$ cat config.mk
export PLATFORM = sky130hd
export DESIGN_NAME = mp_boot_elect
export DESIGN_NICKNAME = d
export VERILOG_FILES = /design/src/rtl/mp_boot_pkg.sv /design/src/rtl/mpb_msg_bus.sv /design/src/rtl/mpb_agent.sv /design/src/rtl/mpb_init_sem.sv /design/src/rtl/mp_boot_elect.sv
export SDC_FILE = /design/constraint.sdc
export NUM_CORES = 1
export LEC_CHECK = 0
export ABC_CLOCK_PERIOD_IN_PS = 3400
export BUFFER_PORTS_ARGS = -buffer_cell sky130_fd_sc_hd__buf_4
export CAP_MARGIN = 5
export CORE_MARGIN = 1.5
export CORE_UTILIZATION = 40
export CTS_CLUSTER_SIZE = 40
export DETAILED_ROUTE_END_ITERATION = 16
export GPL_TIMING_DRIVEN = 0
export PLACE_DENSITY = 0.63
export RECOVER_POWER = 100
export SYNTH_ARGS = -nofsm -noshare
export SYNTH_HDL_FRONTEND = slang
export SYNTH_SLANG_ARGS = --single-unit
$ cat constraint.sdc
create_clock -name clk -period 3.4 [get_ports clk]
set_input_delay 0.51 -clock clk [delete_from_list [all_inputs] [get_ports clk]]
set_output_delay 0.51 -clock clk [all_outputs]
set_load 0.01 [all_outputs]
$ cat src/rtl/mp_boot_pkg.sv
// Shared types for the boot processor election block.
// Assumes the bus message kind always fits in two bits.
package mp_boot_pkg;

    typedef enum logic [1:0] {
        MSG_IDLE     = 2'd0,
        MSG_BOOT_REQ = 2'd1,
        MSG_FINAL    = 2'd2,
        MSG_STARTUP  = 2'd3
    } msg_kind_t;

    typedef enum logic [2:0] {
        AG_UNELECTED = 3'd0,
        AG_BSP_WAIT  = 3'd1,
        AG_BSP_RUN   = 3'd2,
        AG_AP_WAIT   = 3'd3,
        AG_AP_RUN    = 3'd4
    } agent_state_t;

    localparam int unsigned AP_PAGE_SHIFT = 12;

endpackage

$ cat src/rtl/mpb_msg_bus.sv
// Serialized broadcast channel. Holds one pending boot request per agent,
// plus a final message and a startup message that the channel posts for the BSP.
// Delivers one message per cycle in priority order: requests first (rotating
// pointer), then final, then startup.
// Assumes: req_post and boot_done are single-cycle pulses from the clk domain.
module mpb_msg_bus
    import mp_boot_pkg::*;
#(
    parameter int N_AGENTS = 4,
    parameter int ID_W     = 2,
    parameter int VEC_W    = 8
) (
    input  logic                clk,
    input  logic                rst_n,
    input  logic [N_AGENTS-1:0] req_post,
    input  logic                boot_done,
    input  logic [VEC_W-1:0]    startup_vec,
    output logic                bus_valid,
    output msg_kind_t           bus_kind,
    output logic [ID_W-1:0]     bus_src,
    output logic [VEC_W-1:0]    bus_data,
    output logic                final_sent,
    output logic                settled
);

    logic [N_AGENTS-1:0] posted_q, pend_q, pick_mask;
    logic [ID_W-1:0]     ptr_q, bsp_q, pick_id;
    logic                pick_found;
    logic                final_pend_q, final_sent_q, settled_q;
    logic                start_posted_q, start_pend_q;
    logic [VEC_W-1:0]    vec_q;
    logic                settle_now, start_accept, take_final, take_start;

    // Rotating search for the first pending request at or after the pointer.
    always_comb begin
        pick_found = 1'b0;
        pick_id    = '0;
        pick_mask  = '0;
        for (int j = 0; j < N_AGENTS; j++) begin
            int idx;
            idx = int'(ptr_q) + j;
            if (idx >= N_AGENTS) idx = idx - N_AGENTS;
            if (!pick_found && pend_q[idx]) begin
                pick_found = 1'b1;
                pick_id    = ID_W'(idx);
            end
        end
        if (pick_found) pick_mask[pick_id] = 1'b1;
    end

    // Decode the channel's own events for this cycle.
    assign settle_now   = bus_valid && (bus_kind == MSG_BOOT_REQ) && !settled_q;
    assign start_accept = boot_done && final_sent_q && !start_posted_q;
    assign take_final   = !pick_found && final_pend_q;
    assign take_start   = !pick_found && !final_pend_q && start_pend_q;

    // Track which agents have posted and which requests are still queued.
    always_ff @(posedge clk) begin
        if (!rst_n) begin
            posted_q <= '0;
            pend_q   <= '0;
        end else begin
            posted_q <= posted_q | req_post;
            pend_q   <= (pend_q & ~pick_mask) | (req_post & ~posted_q);
        end
    end

    // Advance the rotating pointer past each delivered request.
    always_ff @(posedge clk) begin
        if (!rst_n) begin
            ptr_q <= '0;
        end else if (pick_found) begin
            ptr_q <= (int'(pick_id) == N_AGENTS - 1) ? '0 : pick_id + 1'b1;
        end
    end

    // Settle the election and queue the final message on the first request.
    always_ff @(posedge clk) begin
        if (!rst_n) begin
            settled_q    <= 1'b0;
            bsp_q        <= '0;
            final_pend_q <= 1'b0;
            final_sent_q <= 1'b0;
        end else begin
            if (settle_now) begin
                settled_q    <= 1'b1;
                bsp_q        <= bus_src;
                final_pend_q <= 1'b1;
            end else if (take_final) begin
                final_pend_q <= 1'b0;
            end
            if (bus_valid && bus_kind == MSG_FINAL) final_sent_q <= 1'b1;
        end
    end

    // Accept the end-of-boot pulse once and queue the startup message.
    always_ff @(posedge clk) begin
        if (!rst_n) begin
            start_posted_q <= 1'b0;
            start_pend_q   <= 1'b0;
            vec_q          <= '0;
        end else begin
            if (start_accept) begin
                start_posted_q <= 1'b1;
                start_pend_q   <= 1'b1;
                vec_q          <= startup_vec;
            end else if (take_start) begin
                start_pend_q <= 1'b0;
            end
        end
    end

    // Load the single bus slot with the chosen message for one cycle.
    always_ff @(posedge clk) begin
        if (!rst_n) begin
            bus_valid <= 1'b0;
            bus_kind  <= MSG_IDLE;
            bus_src   <= '0;
            bus_data  <= '0;
        end else if (pick_found) begin
            bus_valid <= 1'b1;
            bus_kind  <= MSG_BOOT_REQ;
            bus_src   <= pick_id;
            bus_data  <= '0;
        end else if (take_final) begin
            bus_valid <= 1'b1;
            bus_kind  <= MSG_FINAL;
            bus_src   <= bsp_q;
            bus_data  <= '0;
        end else if (take_start) begin
            bus_valid <= 1'b1;
            bus_kind  <= MSG_STARTUP;
            bus_src   <= bsp_q;
            bus_data  <= vec_q;
        end else begin
            bus_valid <= 1'b0;
            bus_kind  <= MSG_IDLE;
            bus_src   <= '0;
            bus_data  <= '0;
        end
    end

    assign final_sent = final_sent_q;
    assign settled    = settled_q;

    // the final message appears on the bus only once per reset.
    p_final_once_r3: assert property (@(posedge clk) disable iff (!rst_n)
        (bus_valid && bus_kind == MSG_FINAL) |-> !final_sent_q);

    // a startup message never precedes delivery of the final message.
    p_startup_after_final_r8: assert property (@(posedge clk) disable iff (!rst_n)
        (bus_valid && bus_kind == MSG_STARTUP) |-> final_sent_q);

endmodule

$ cat src/rtl/mpb_agent.sv
// One processor agent. Watches the shared bus, takes its role from the first
// boot request, starts fetching on final (BSP) or startup (AP).
// Assumes: bus fields are registered and valid for one cycle per message.
module mpb_agent
    import mp_boot_pkg::*;
#(
    parameter int AGENT_ID = 0,
    parameter int ID_W     = 2,
    parameter int VEC_W    = 8,
    parameter int ADDR_W   = 32
) (
    input  logic              clk,
    input  logic              rst_n,
    input  logic              bus_valid,
    input  msg_kind_t         bus_kind,
    input  logic [ID_W-1:0]   bus_src,
    input  logic [VEC_W-1:0]  bus_data,
    output logic              is_bsp,
    output logic              is_ap,
    output logic              fetch_valid,
    output logic [ADDR_W-1:0] fetch_addr,
    output logic              sipi_seen
);

    localparam logic [ADDR_W-1:0] BSP_VECTOR = {{(ADDR_W-4){1'b1}}, 4'h0};
    localparam logic [ID_W-1:0]   MY_ID      = ID_W'(AGENT_ID);

    agent_state_t state_q;

    // Role and boot progress state machine driven by bus messages.
    always_ff @(posedge clk) begin
        if (!rst_n) begin
            state_q    <= AG_UNELECTED;
            fetch_addr <= '0;
        end else if (bus_valid) begin
            unique case (state_q)
                AG_UNELECTED: if (bus_kind == MSG_BOOT_REQ)
                    state_q <= (bus_src == MY_ID) ? AG_BSP_WAIT : AG_AP_WAIT;
                AG_BSP_WAIT: if (bus_kind == MSG_FINAL) begin
                    state_q    <= AG_BSP_RUN;
                    fetch_addr <= BSP_VECTOR;
                end
                AG_AP_WAIT: if (bus_kind == MSG_STARTUP) begin
                    state_q    <= AG_AP_RUN;
                    fetch_addr <= ADDR_W'({bus_data, {AP_PAGE_SHIFT{1'b0}}});
                end
                default: ;
            endcase
        end
    end

    // Decode role outputs from the current state.
    assign is_bsp      = (state_q == AG_BSP_WAIT) || (state_q == AG_BSP_RUN);
    assign is_ap       = (state_q == AG_AP_WAIT)  || (state_q == AG_AP_RUN);
    assign fetch_valid = (state_q == AG_BSP_RUN)  || (state_q == AG_AP_RUN);
    assign sipi_seen   = (state_q == AG_AP_RUN);

    // once a role is taken it is never dropped before reset.
    p_role_sticky_r4: assert property (@(posedge clk) disable iff (!rst_n)
        (is_bsp || is_ap) |=> (is_bsp || is_ap) && $stable(is_bsp));

    // the fetch start, once issued, holds its address.
    p_fetch_sticky_r5: assert property (@(posedge clk) disable iff (!rst_n)
        fetch_valid |=> fetch_valid && $stable(fetch_addr));

endmodule

$ cat src/rtl/mpb_init_sem.sv
// Init-code semaphore shared by the application processors. Grants the
// lowest-ID waiting AP, holds until a release pulse, marks the holder served.
// Assumes: sipi_seen bits are sticky until reset.
module mpb_init_sem #(
    parameter int N_AGENTS = 4,
    parameter int ID_W     = 2
) (
    input  logic                clk,
    input  logic                rst_n,
    input  logic [N_AGENTS-1:0] sipi_seen,
    input  logic                release_i,
    output logic [N_AGENTS-1:0] grant,
    output logic [N_AGENTS-1:0] served
);

    logic                holder_v;
    logic [ID_W-1:0]     holder_id, next_id;
    logic                next_found;
    logic [N_AGENTS-1:0] waiting;

    assign waiting = sipi_seen & ~served;

    // Find the lowest-ID waiting agent.
    always_comb begin
        next_found = 1'b0;
        next_id    = '0;
        for (int i = N_AGENTS - 1; i >= 0; i--) begin
            if (waiting[i]) begin
                next_found = 1'b1;
                next_id    = ID_W'(i);
            end
        end
    end

    // Hand out, hold and release the semaphore.
    always_ff @(posedge clk) begin
        if (!rst_n) begin
            holder_v  <= 1'b0;
            holder_id <= '0;
            served    <= '0;
        end else if (holder_v) begin
            if (release_i) begin
                holder_v          <= 1'b0;
                served[holder_id] <= 1'b1;
            end
        end else if (next_found) begin
            holder_v  <= 1'b1;
            holder_id <= next_id;
        end
    end

    // Drive the one grant line of the current holder.
    always_comb begin
        grant = '0;
        if (holder_v) grant[holder_id] = 1'b1;
    end

    // at most one grant at a time.
    p_grant_onehot_r7: assert property (@(posedge clk) disable iff (!rst_n)
        $onehot0(grant));

    // a held grant stays with its holder until released.
    p_grant_hold_r7: assert property (@(posedge clk) disable iff (!rst_n)
        (holder_v && !release_i) |=> holder_v && $stable(holder_id));

    // a release always frees the semaphore for a cycle.
    p_release_frees_r7: assert property (@(posedge clk) disable iff (!rst_n)
        (holder_v && release_i) |=> !holder_v);

endmodule

$ cat src/rtl/mp_boot_elect.sv
// Top level of the boot processor election. Connects the broadcast channel,
// one agent per processor and the init semaphore, and forms the done flag.
// Assumes: ADDR_W >= VEC_W + 12 and N_AGENTS >= 1.
module mp_boot_elect
    import mp_boot_pkg::*;
#(
    parameter int N_AGENTS = 4,
    parameter int VEC_W    = 8,
    parameter int ADDR_W   = 32,
    localparam int ID_W    = (N_AGENTS > 1) ? $clog2(N_AGENTS) : 1
) (
    input  logic                       clk,
    input  logic                       rst_n,
    input  logic [N_AGENTS-1:0]        req_post,
    input  logic                       boot_done,
    input  logic [VEC_W-1:0]           startup_vec,
    input  logic                       sem_release,
    output logic [N_AGENTS-1:0]        role_bsp,
    output logic [N_AGENTS-1:0]        role_ap,
    output logic [N_AGENTS-1:0]        fetch_valid,
    output logic [N_AGENTS*ADDR_W-1:0] fetch_addr,
    output logic [N_AGENTS-1:0]        init_grant,
    output logic                       bus_valid,
    output logic [1:0]                 bus_kind,
    output logic [ID_W-1:0]            bus_src,
    output logic [VEC_W-1:0]           bus_data,
    output logic                       done
);

    msg_kind_t           kind_w;
    logic                final_sent, settled;
    logic [N_AGENTS-1:0] sipi_seen, served;

    mpb_msg_bus #(.N_AGENTS(N_AGENTS), .ID_W(ID_W), .VEC_W(VEC_W)) u_bus (
        .clk        (clk),
        .rst_n      (rst_n),
        .req_post   (req_post),
        .boot_done  (boot_done),
        .startup_vec(startup_vec),
        .bus_valid  (bus_valid),
        .bus_kind   (kind_w),
        .bus_src    (bus_src),
        .bus_data   (bus_data),
        .final_sent (final_sent),
        .settled    (settled)
    );

    assign bus_kind = kind_w;

    for (genvar g = 0; g < N_AGENTS; g++) begin : g_agent
        mpb_agent #(.AGENT_ID(g), .ID_W(ID_W), .VEC_W(VEC_W), .ADDR_W(ADDR_W)) u_agent (
            .clk        (clk),
            .rst_n      (rst_n),
            .bus_valid  (bus_valid),
            .bus_kind   (kind_w),
            .bus_src    (bus_src),
            .bus_data   (bus_data),
            .is_bsp     (role_bsp[g]),
            .is_ap      (role_ap[g]),
            .fetch_valid(fetch_valid[g]),
            .fetch_addr (fetch_addr[g*ADDR_W +: ADDR_W]),
            .sipi_seen  (sipi_seen[g])
        );
    end

    mpb_init_sem #(.N_AGENTS(N_AGENTS), .ID_W(ID_W)) u_sem (
        .clk      (clk),
        .rst_n    (rst_n),
        .sipi_seen(sipi_seen),
        .release_i(sem_release),
        .grant    (init_grant),
        .served   (served)
    );

    // Completion: election settled, final delivered, every AP served once.
    assign done = settled && final_sent && ((role_ap & ~served) == '0);

    // never more than one BSP.
    p_single_bsp_r2: assert property (@(posedge clk) disable iff (!rst_n)
        $onehot0(role_bsp));

    // an agent is never both BSP and AP.
    p_roles_disjoint_r2: assert property (@(posedge clk) disable iff (!rst_n)
        (role_bsp & role_ap) == '0);

    // a final message is only sent once a BSP exists.
    p_final_has_bsp_r3: assert property (@(posedge clk) disable iff (!rst_n)
        (bus_valid && kind_w == MSG_FINAL) |-> (role_bsp != '0));

    // the semaphore is only ever granted to an AP.
    p_grant_ap_only_r7: assert property (@(posedge clk) disable iff (!rst_n)
        (init_grant & ~role_ap) == '0);

    // done implies the BSP has started fetching.
    p_done_after_fetch_r9: assert property (@(posedge clk) disable iff (!rst_n)
        done |-> ((role_bsp & fetch_valid) != '0));

endmodule

---- Yosys cells after proc, flatten, opt, wreduce, memory -nomap -nowiden ----
Cells that the tools add are included.
storage, ports and cells
  logic and storage cells ................. 231
  input bits .............................. 16
  output and inout port bits .............. 158
  bits in registers ....................... 185
cells by class
  order comparisons ....................... 12
  equality and inequality tests ........... 35
  reductions and logical operators ........ 62
  bitwise gates (word level) .............. 13
  add/subtract/negate cells ............... 8
  mux-type cells .......................... 75
operators with widths
  cell                                                                     count
  32-bit one-hot mux with 2 select lines                                   4
  32-bit two-way mux                                                       6
  32-bit by 4-bit < comparator with 1-bit output (second input constant)   4
  32-bit by 4-bit >= comparator with 1-bit output (second input constant)  3
  32-bit by 4-bit subtractor with 32-bit output (second input constant)    3
  2-bit two-way mux                                                        18
  3-bit one-hot mux with 3 select lines                                    4
  1-bit two-way mux                                                        29
  3-bit by 2-bit equality test with 1-bit output (second input constant)   8
  5-bit AND reduction                                                      4
  3-bit two-way mux                                                        6
  2-bit inequality test (second input constant)                            9
  4-bit AND                                                                4
  4-bit AND reduction                                                      4
  1-bit logical AND                                                        15
  3-bit by 1-bit equality test with 1-bit output (second input constant)   4
  3-bit equality test (second input constant)                              4
  3-bit zero test                                                          4
  1-bit logical OR                                                         12
  4-bit inverter                                                           3
  4-bit bitwise OR                                                         3
  2-bit nonzero test                                                       6
  3-bit nonzero test                                                       4
  1-bit binary-select mux with 2-bit select                                4
  19 further kinds                                                         40

---- Logic depth before layout (Yosys ltp) ----
Gate-level depths: netlist of run 1.
  word-level depth ........................ 23
  mapped depth ............................ 7
  mapped depth without buffers ............ 7

---- By module ----
A second synthesis of run 1 with hierarchy kept.
unflattened totals
  cells, all modules ...................... 494
  area total of the unflattened synthesis .. 4797.1 um^2
by module, submodules not included
  module                              area each (um^2)  cells an instance  sequential area each (um^2)  instances
  mpb_agent (g_agent[1].u_agent ...)  725.7             75                 240.2                        2
  mpb_msg_bus                         1437.6            149                760.7                        1
  mpb_agent (g_agent[0].u_agent)      724.4             75                 240.2                        1
  mpb_agent (g_agent[3].u_agent)      723.2             75                 240.2                        1
  mpb_init_sem                        424.2             39                 140.1                        1
  mp_boot_elect                       36.3              6                  0.0                          1

---- Worst setup path before layout of run 1 ----
No wires, ideal clock.
  path kind ............................... reg-to-output
  start ................................... reg g_agent[0].u_agent.state_q[2]
  end ..................................... out done
  path buffers ............................ 1
  arrival time ............................ 1380 ps
  required time ........................... 2890 ps
  slack ................................... 1510 ps
  cell stages (with the launch flop) ...... 6
  cells stage by stage .................... dfxtp_1 buf_2 and2b_1 a22o_1 a22o_1 nor3_1
on the way
  word-level cells in the longest chain between the ends .. 5
  elaborated cells between the ends (all ways) .. 6
  classes of those cells .................. eq/ne: 2; bitwise: 1; reduce/logical: 3
RTL lines
  item                                                                                          RTL line             RTL
  from (decl)                                                                                   mpb_agent.sv:28      agent_state_t state_q;
  from (signal assigned)                                                                        mpb_agent.sv:38      state_q <= (bus_src == MY_ID) ? AG_BSP_WAIT : AG_AP_WAIT;
  3-bit by 2-bit equality test with 1-bit output / 3-bit equality test (equally long branches)  mpb_agent.sv:54      assign is_ap = (state_q == AG_AP_WAIT) || (state_q == AG_AP_RUN);
  1-bit logical OR *                                                                            mpb_agent.sv:54
  net g_agent[0].u_agent.is_ap                                                                  mpb_agent.sv:19      output logic is_ap,
  4-bit AND *                                                                                   mp_boot_elect.sv:76  assign done = settled && final_sent && ((role_ap & ~served) == '0);
  4-bit zero test *                                                                             mp_boot_elect.sv:76
  1-bit logical AND *                                                                           mp_boot_elect.sv:76
  to (decl)                                                                                     mp_boot_elect.sv:27  output logic done
Mark *: on every way through the listed nets, which the timed path passes. The rest lies on a longest branch.

---- Final worst setup path of run 1 ----
  start ................................... reg g_agent[0].u_agent.state_q[1]
  end ..................................... out done
Same word-level chain as after synthesis.

==> flow_summary.yaml, run 1 <==
hold_path:
  holdCritPathClass: "input pin to register"
critical_path:
  max_stage_delay_ps: 380
  crit_required_ps: 2890
  worstSetupStartpointType: "register"
  regToRegSetupSlack_ps: 870
  critical-path-top-delay-family: "buffers and inverters"
  arrival_ps: 2030
  cp_slowest_cell: "clkbuf_1"
  crit_buf_inv: 2
  worst-path-max-fanout: 10
  worstPathCellList: "clkbuf_1, nor2_1, a22o_1, a22o_1, nor3_1, clkbuf_1"
  critPathKind: "register to primary output"
  worstSetupEndpointType: "primary output"
layout:
  syn2layout_area_growth_pct: 31.3
  n_antenna_cell: 0
  post-route-util_pct: 54.7
  finish.net_count: 751
  layout-drive-gt1-share_pct: 30.8
drt:
  wl_mm: 11.8
  top_layer: "met4"
  dr.pass1.iters: 5
  wl_met3_um: 811
  avgRoutedWirePerCell_um: 13.4
  drt_iter0_markers: 201
  viasPerCell: 4.66
  wl_met2_mm: 5.61
  ant_nets: 0
  met1Wirelength_mm: 5.15
  routed-via-count: 4079
  drc: 0
sta:
  maxSlewViolCount: 0
  finClkSkew_ps: 6.21
  max_slew_margin_pct: 15.1
  fmaxAchievable_mhz: 393
  finalSetupTns_ps: 0
  finalHoldViolCount: 0
  grt_setup_unrepaired: "false"
  worstMarginPinSlew_ps: 1270
  setup_viol: 0
  hold_ws_ps: 375
  layout_min_cycle_time_ps: 2540
  fin_crit_sh_pct: 74.8
die:
  core_mm2: 0.0110
  die_h_um: 110
  ios: 174
  dieArea_mm2: 0.0121
  initial_core_util_pct: 41.7
  die_x_um: 110
  rows: 38
logic_synthesis:
  synthFlopType: "dfxtp_1"
  synth_xor_area_share_pct: 2.30
  synth_compound_area_share_pct: 13.1
  postSynth.asyncResetShare_pct: 0
  synth_area_mm2: 0.00458
  synth_edf_count: 0
  synth.yosys.seq_area_share_pct: 40.7
  yosys.area_share.simple_pct: 20.4
  synth_top_family_by_area: "buffers and inverters"
  netlist_instances: 548
  synth_cell_types: 54
  synth_seq_cells: 93
  yosys_warnings: 0
  avgSynthCellArea_um2: 8.35
  muxShareOfSynthArea_pct: 0.656
  synth_fa_ha_area_share_pct: 1.09
clock_network:
  htreeDepth: 3
  clk_latency_ps: 340
  cts.sink_count: 93
  clk_path_buf_depth: 2
  holdBufCountCts: 0
  cts-resized-gates: 0
  cts_root_buf: "clkbuf_16"
  cts_setup_buffers: 0
  numCtsBuffers: 9
  cts_tree: "yes"
  clk_pin_slew_ps: 70
placement:
  routabilityCongestion: 0.859
  port-buffer-count: 157
  hpwlAfterDp_mm: 8.91
global_route:
  grt_usage_pct: 19.5
  antenna_found_initial: 0
  grt_pass1_vias: 3477
  overflow: 0
  grt_max_degree: 22
  grt_pass1_wl_mm: 17.9
job:
  max-cap-violations: 0
pwr:
  p_leak_nw: 2.74
  peakVddDrop_uv: 291
  power.density_mw_per_mm2: 406
run_status:
  outcome: "finished clean"
## worst reg2reg max path, stage by stage (launching register included)
cell and delay [ps]:
dfxtp_1 360, clkbuf_1 260, clkbuf_1 400, xor2_1 120, nor3b_1 1020, o22ai_1 160
nor2_1 130
## flip-flops by register name, indices dropped and copies added (netlist names)
name and flops:
g_agent.u_agent.fetch_addr 36, g_agent.u_agent.state_q 12, u_bus.bus_data 8, u_bus.vec_q 8
u_bus.pend_q 4, u_bus.posted_q 4, u_sem.served 4, u_bus.bsp_q 2
u_bus.bus_kind 2, u_bus.bus_src 2, u_bus.ptr_q 2, u_sem.holder_id 2
u_bus.bus_valid 1, u_bus.final_pend_q 1, u_bus.final_sent 1, u_bus.settled 1
u_bus.start_pend_q 1, u_bus.start_posted_q 1, u_sem.holder_v 1
## placed cells by master, fill, tap and decap left out, drive strengths merged, types with 3 or more instances in the layout
cell type	synthesis	final
or2	3	3
mux2i	3	3
nor2b	3	3
a21oi	32	32
clkbuf	14	174
a311oi	5	5
o22ai	28	28
nor3	15	15
a21o	3	3
o21ai	10	10
inv	20	21
nand3	4	4
nor2	87	87
ha	4	4
clkinv	0	3
conb	1	16
o211a	3	3
xor2	4	4
nor3b	3	3
xnor2	8	8
dfxtp	93	93
nand2	31	31
nand2b	13	13
buf	118	125
nor4b	5	5
and2	10	10
## power by group
group	internal, mW	switching, mW	total, mW	leakage (nW)
clock	0.596	0.431	1.03	0.151
combinational	0.115	0.149	0.264	1.84
sequential	1.12	0.0299	1.15	0.754
## worst paths after layout
check	startpoint	end	depth (start not counted)
worst max register to register	u_bus.bus_kind[0]$_SDFF_PN0_	g_agent[3].u_agent.fetch_addr[13]$_SDFFE_PN0P_	6
worst min register to register	u_bus.vec_q[3]$_SDFFE_PN0P_	u_bus.vec_q[3]$_SDFFE_PN0P_	2
worst max-delay path	g_agent[0].u_agent.state_q[1]$_SDFFE_PN0P_	done	6
worst min-delay path	req_post[2]	u_bus.posted_q[2]$_SDFF_PN0_	3
## logic make-up after synthesis
family	count (synthesis)
AND/OR/NAND/NOR	188
buffers and inverters	152
AO/OA/AOI/OAI	95
flip-flops	93
XOR/XNOR	12
adder cells (fa/ha/maj)	4
multiplexers	3
other	1
## Yosys cell counts (2+ instances only)
| cell | n | area, µm² |
|---|---|---|
| buf_4 | 104 | 781 |
| dfxtp_1 | 93 | 1860 |
| nor2_1 | 87 | 327 |
| a21oi_1 | 32 | 160 |
| nand2_1 | 30 | 113 |
| o22ai_1 | 28 | 175 |
| inv_1 | 19 | 71.3 |
| clkbuf_1 | 14 | 52.6 |
| nand2b_1 | 13 | 81.3 |
| nor3_1 | 13 | 65.1 |
| buf_2 | 12 | 60.1 |
| and2_1 | 10 | 62.6 |
| o21ai_0 | 10 | 50.1 |
| xnor2_1 | 8 | 70.1 |
| a311oi_1 | 5 | 43.8 |
| nor4b_1 | 5 | 43.8 |
| ha_1 | 4 | 50.1 |
| nand3_1 | 4 | 20.0 |
| xor2_1 | 4 | 35.0 |
| a21o_1 | 3 | 22.5 |
| mux2i_1 | 3 | 30.0 |
| nor2b_1 | 3 | 18.8 |
| o211a_1 | 3 | 30.0 |
| or2_2 | 3 | 18.8 |
| a211oi_1 | 2 | 15.0 |
| a22o_1 | 2 | 17.5 |
| and2b_1 | 2 | 15.0 |
| buf_6 | 2 | 22.5 |
| nand3b_1 | 2 | 15.0 |
| nand4_1 | 2 | 12.5 |
| o2111ai_1 | 2 | 17.5 |
| or2b_1 | 2 | 15.0 |
## cell type report
type	instances	area, µm²
clock inverters	6	71.3
fillers	1093	4970
multi-input cells	318	1740
flip-flops and latches	93	1860
well taps	140	175
clock buffers	10	239
inverters	20	75.1
plain buffers	132	891
repair buffers	157	953
## per-stage QoR
stage                     setup slack [ps]  power [mW]  instances  area, µm²
final                                  856        2.44        876       6010
after global routing                   605        2.53        876       6010
after CTS                              936        2.48        876       6300
after detailed placement              1300        1.46        860       5990
after global placement                1320        1.45        860       5990
after floorplan                       1510        1.37        563       4630
## metal layers
metal / track usage [%] / vias to the layer above
li1: - / 2073
met1: 24.6 / 1846
met2: 32.7 / 143
met3: 4.62 / 17
met4: 6.31 / 0
met5: 0 / -
(Power assumes the default switching activity.)
==> run 2, diff against run 1 <==
--- a/config.mk
+++ b/config.mk
@@ -5,7 +5,7 @@
 export SDC_FILE = /design/constraint.sdc
 export NUM_CORES = 1
 export LEC_CHECK = 0
-export ABC_CLOCK_PERIOD_IN_PS = 3400
+export ABC_CLOCK_PERIOD_IN_PS = 2280
 export BUFFER_PORTS_ARGS = -buffer_cell sky130_fd_sc_hd__buf_4
 export CAP_MARGIN = 5
 export CORE_MARGIN = 1.5
@@ -13,7 +13,7 @@
 export CTS_CLUSTER_SIZE = 40
 export DETAILED_ROUTE_END_ITERATION = 16
 export GPL_TIMING_DRIVEN = 0
-export PLACE_DENSITY = 0.63
+export PLACE_DENSITY = 0.66
 export RECOVER_POWER = 100
 export SYNTH_ARGS = -nofsm -noshare
 export SYNTH_HDL_FRONTEND = slang
==> constraint.sdc (replaced) <==
create_clock -name clk -period 2.28 [get_ports clk]
set_input_delay 0.342 -clock clk [delete_from_list [all_inputs] [get_ports clk]]
set_output_delay 0.342 -clock clk [all_outputs]
set_load 0.01 [all_outputs]
==> flow_summary.yaml, run 2 (synthesized netlist as in run 1, its figures left out) <==
drt:
  routed-via-count: 4120
  viasPerCell: 4.71
  avgRoutedWirePerCell_um: 13.6
  dr.pass1.iters: 4
  drt_iter0_markers: 163
  drc: 0
  wl_mm: 11.9
  ant_nets: 0
sta:
  worstMarginPinSlew_ps: 789
  grt_setup_unrepaired: "false"
  finClkSkew_ps: 4.54
  fmaxAchievable_mhz: 455
  maxSlewViolCount: 0
  hold_ws_ps: 222
  layout_setup_ws_ps: 80.3
  finalSetupTns_ps: 0
  fin_crit_sh_pct: 96.5
  finalHoldViolCount: 0
  setup_viol: 0
  max_slew_margin_pct: 47.2
  layout_min_cycle_time_ps: 2200
layout:
  layout_common_cells: "buf_4 (124), dfxtp_1 (93), nor2_1 (87)"
  n_antenna_cell: 0
  final_area_mm2: 0.00602
  syn2layout_area_growth_pct: 31.6
  finish.net_count: 751
  final_common_cell: "buf_4"
  fin_cells: 875
  layout-drive-gt1-share_pct: 31.8
  n_fill_cell: 1059
  largest_register: "g_agent.u_agent.fetch_addr"
  largest_reg_flops: 36
  reg_top3: "g_agent.u_agent.fetch_addr: 36 flops, g_agent.u_agent.state_q: 12 flops"
  post-route-util_pct: 54.8
clock_network:
  clk_path_buf_depth: 2
  cts_tree: "yes"
  clk_latency_ps: 330
  cts-resized-gates: 2
  clk_pin_slew_ps: 60
  numCtsBuffers: 9
  cts_root_buf: "clkbuf_16"
  htreeDepth: 3
  cts.sink_count: 93
  holdBufCountCts: 0
  cts_setup_buffers: 0
global_route:
  grt_usage_pct: 19.4
  overflow: 0
  grt_max_degree: 22
  grt_pass1_vias: 3558
  grt_pass1_wl_mm: 17.9
  antenna_found_initial: 0
placement:
  dp.cells: 860
  placed_area_mm2: 0.00599
  hpwlAfterDp_mm: 9.01
  port-buffer-count: 157
  pre_cts_slack_ps: 356
  routabilityCongestion: 0.833
run_status:
  outcome: "finished clean"
pwr:
  p_leak_nw: 2.77
  power.density_mw_per_mm2: 592
  peakVddDrop_uv: 479
  power.total_mw: 3.57
die:
  ios: 174
  core_mm2: 0.0110
  initial_core_util_pct: 41.7
  die_x_um: 110
  die_h_um: 110
  dieArea_mm2: 0.0121
  rows: 38
critical_path:
  crit_required_ps: 1940
  worstSetupStartpointType: "register"
  worstSetupEndpointType: "primary output"
  arrival_ps: 1860
  critPathKind: "register to primary output"
  worst-path-max-fanout: 7
hold_path:
  holdCritPathClass: "input pin to register"
job:
  max-cap-violations: 0
run 2: cell count changes in the layout (fill, tap and decap cells not counted), moves of 2 or more:
cell / before / now
nor3b_1: 3 / 1
nor3_2: 0 / 3
nor3b_2: 0 / 2
clkbuf_1: 84 / 81
nor3_1: 15 / 12
buf_4: 121 / 124
and2_0: 10 / 4
and2_1: 0 / 6
clkinv_4: 2 / 0
run 2: routing by layer:
metal / routed length (µm) / track usage, % / vias to the layer above
li1: - / - / 2072
met4: 264 / 7.14 / 0
met5: 0 / 0 / -
met3: 805 / 3.50 / 23
met2: 5890 / 34.0 / 152
met1: 4970 / 23.6 / 1873
run 2: final timing paths:
kind                                              start  slack, ps  depth (start not counted)                                        endpoint
min reg2reg                 u_bus.vec_q[3]$_SDFFE_PN0P_        450                          2                     u_bus.vec_q[3]$_SDFFE_PN0P_
min                                         req_post[2]        220                          3                    u_bus.posted_q[2]$_SDFF_PN0_
max          g_agent[0].u_agent.state_q[0]$_SDFFE_PN0P_         80                          6                                            done
max reg2reg                u_bus.bus_kind[1]$_SDFF_PP0_        230                          5  g_agent[0].u_agent.fetch_addr[13]$_SDFFE_PN0P_
run 2: final cells by class:
class                      instances  area, µm²  share of cell area, %
buffer                           132        905                   15.0
clock buffer                      11        233                   3.86
clock inverter                     4       48.8                  0.810
inverter                          20       75.1                   1.25
multi-input combinational        318       1770                   29.3
sequential                        93       1860                   30.9
tap                              140        175                   2.91
timing repair buffer             157        957                   15.9
run 2: where the power goes:
group	total, mW	switching [mW]	leakage [nW]	internal (mW)
Clock	1.45	0.602	0.140	0.845
Sequential	1.72	0.0459	0.754	1.67
Combinational	0.405	0.228	1.87	0.177
Total	3.57	0.875	2.77	2.69
run 2: worst max-delay path, cell delays in order (launching register included):
cell and delay (ps):
dfxtp_1 290, clkbuf_1 170, and2b_1 250, a22o_1 220, a22o_1 270, nor3_2 190, buf_4 140
==> run 3, diff against run 2 <==
--- a/config.mk
+++ b/config.mk
@@ -8,12 +8,14 @@
 export ABC_CLOCK_PERIOD_IN_PS = 2280
 export BUFFER_PORTS_ARGS = -buffer_cell sky130_fd_sc_hd__buf_4
 export CAP_MARGIN = 5
+export CELL_PAD_IN_SITES_DETAIL_PLACEMENT = 0
+export CELL_PAD_IN_SITES_GLOBAL_PLACEMENT = 1
 export CORE_MARGIN = 1.5
-export CORE_UTILIZATION = 40
+export CORE_UTILIZATION = 32
 export CTS_CLUSTER_SIZE = 40
 export DETAILED_ROUTE_END_ITERATION = 16
 export GPL_TIMING_DRIVEN = 0
-export PLACE_DENSITY = 0.66
+export PLACE_DENSITY = 0.73
 export RECOVER_POWER = 100
 export SYNTH_ARGS = -nofsm -noshare
 export SYNTH_HDL_FRONTEND = slang
==> flow_summary.yaml, run 3 (synthesized netlist as in run 1, its figures left out) <==
drt:
  routed-via-count: 4014
  avgRoutedWirePerCell_um: 13.6
  drc: 0
  drt_iter0_markers: 193
  dr.pass1.iters: 4
  wl_mm: 12.5
  viasPerCell: 4.38
  ant_nets: 0
sta:
  layout_min_cycle_time_ps: 2160
  maxSlewViolCount: 0
  fmaxAchievable_mhz: 463
  max_slew_margin_pct: 39.4
  finClkSkew_ps: 8.20
  setup_viol: 0
  finalSetupTns_ps: 0
  grt_setup_unrepaired: "false"
  worstMarginPinSlew_ps: 905
  finalHoldViolCount: 0
  fin_crit_sh_pct: 94.6
job:
  max-cap-violations: 0
global_route:
  overflow: 0
  grt_usage_pct: 16.2
  grt_pass1_wl_mm: 18.8
  grt_max_degree: 22
  grt_pass1_vias: 3620
  antenna_found_initial: 0
critical_path:
  worstSetupEndpointType: "primary output"
  crit_cells: 5
  ff2ff_path_depth: 4
  regToRegSetupSlack_ps: 150
  worstSetupStartpointType: "register"
  critPathKind: "register to primary output"
  timing.rr.end: "u_bus.bus_data[1]$_SDFF_PP0_"
  arrival_ps: 1820
  cp_slowest_cell: "or4b_4"
  crit_required_ps: 1940
  worst-path-max-fanout: 9
  max_stage_delay_ps: 520
  worstPathCellList: "clkbuf_1, or4b_4, o2111ai_1, nor3_2, buf_4"
  critical-path-top-delay-family: "simple AND/OR/NAND/NOR gates"
  crit_buf_inv: 2
  reg2reg_from: "u_bus.pend_q[1]$_SDFF_PN0_"
layout:
  final_common_cell: "buf_4"
  layout_common_cells: "buf_4 (125), dfxtp_1 (93), nor2_1 (87)"
  largest_reg_flops: 36
  syn2layout_area_growth_pct: 32.9
  final_area_mm2: 0.00608
  largest_register: "g_agent.u_agent.fetch_addr"
  finish.net_count: 751
  n_fill_cell: 1467
  n_antenna_cell: 0
  reg_top3: "g_agent.u_agent.fetch_addr: 36 flops, g_agent.u_agent.state_q: 12 flops"
  layout-drive-gt1-share_pct: 32.6
clock_network:
  clk_pin_slew_ps: 70
  clk_latency_ps: 340
  numCtsBuffers: 9
  htreeDepth: 3
  cts.sink_count: 93
  holdBufCountCts: 0
  cts_tree: "yes"
  clk_path_buf_depth: 2
  cts_root_buf: "clkbuf_16"
hold_path:
  min_from: "req_post[2]"
  whs_endpoint: "u_bus.posted_q[2]$_SDFF_PN0_"
  hold-path-cell-count: 3
  holdCritPathClass: "input pin to register"
placement:
  routabilityCongestion: 0.809
  placed_area_mm2: 0.00604
  port-buffer-count: 157
  hpwlAfterDp_mm: 9.47
die:
  ios: 174
  die_x_um: 123
  rows: 43
  dieArea_mm2: 0.0150
  initial_core_util_pct: 32.8
  core_mm2: 0.0139
  die_h_um: 123
pwr:
  power.density_mw_per_mm2: 582
  peakVddDrop_uv: 284
  p_leak_nw: 2.78
run_status:
  outcome: "finished clean"
run 3: worst max-delay path by stage:
stage / slack (ps) / to / start
2_1_floorplan: 560 / done / g_agent[0].u_agent.state_q[2]$_SDFFE_PN0P_
3_3_place_gp: 300 / done / g_agent[0].u_agent.state_q[2]$_SDFFE_PN0P_
3_5_place_dp: 290 / done / g_agent[0].u_agent.state_q[0]$_SDFFE_PN0P_
4_1_cts: 10 / done / g_agent[0].u_agent.state_q[0]$_SDFFE_PN0P_
5_1_grt: 3 / u_bus.bus_data[3]$_SDFF_PP0_ / u_bus.pend_q[1]$_SDFF_PN0_
6_report: 120 / done / g_agent[2].u_agent.state_q[2]$_SDFFE_PN0P_
run 3: metal layers:
layer	share of wire [%]	GRT usage, %
met1	43	20.2
met2	51	28.7
met3	5.4	3.21
met4	0.66	3.71
met5	0	0
run 3: power by group:
| group | internal [mW] | total, mW | switching [mW] |
|---|---|---|---|
| clock network | 0.755 | 1.41 | 0.660 |
| registers | 1.67 | 1.72 | 0.0495 |
| logic | 0.182 | 0.406 | 0.224 |
| total | 2.61 | 3.54 | 0.934 |
run 3: per-stage QoR:
step	power (mW)	setup slack [ps]	instances	utilization (%)	hold WS, ps
finish	3.54	122	916	43.6	225
floorplan	2.04	558	563	-	426
CTS	3.61	10.6	917	45.4	213
global route	3.71	3.35	916	43.6	225
global placement	2.18	298	900	43.3	438
detailed placement	2.19	286	900	43.3	439
run 3: worst min-delay path, cell delays in order:
cell and delay, ps:
buf_4 80, nor2_1 30, nor2_1 70
run 3: what timing repair did:
action,in CTS,in global routing
gates resized for setup,2,4
endpoints found under the setup margin,1,1
endpoints found under the hold margin,0,0
pin swaps,0,2
buffers inserted,1,0
run 3: final cells by class:
type                       instances  area, µm²  area share, %
tap                              180        225           3.70
inverter                          20       75.1           1.23
timing repair buffer             158        965           15.9
clock inverter                     7       56.3          0.926
clock buffer                       9        225           3.70
multi-input combinational        318       1770           29.0
buffer                           131        908           14.9
sequential                        93       1860           30.6
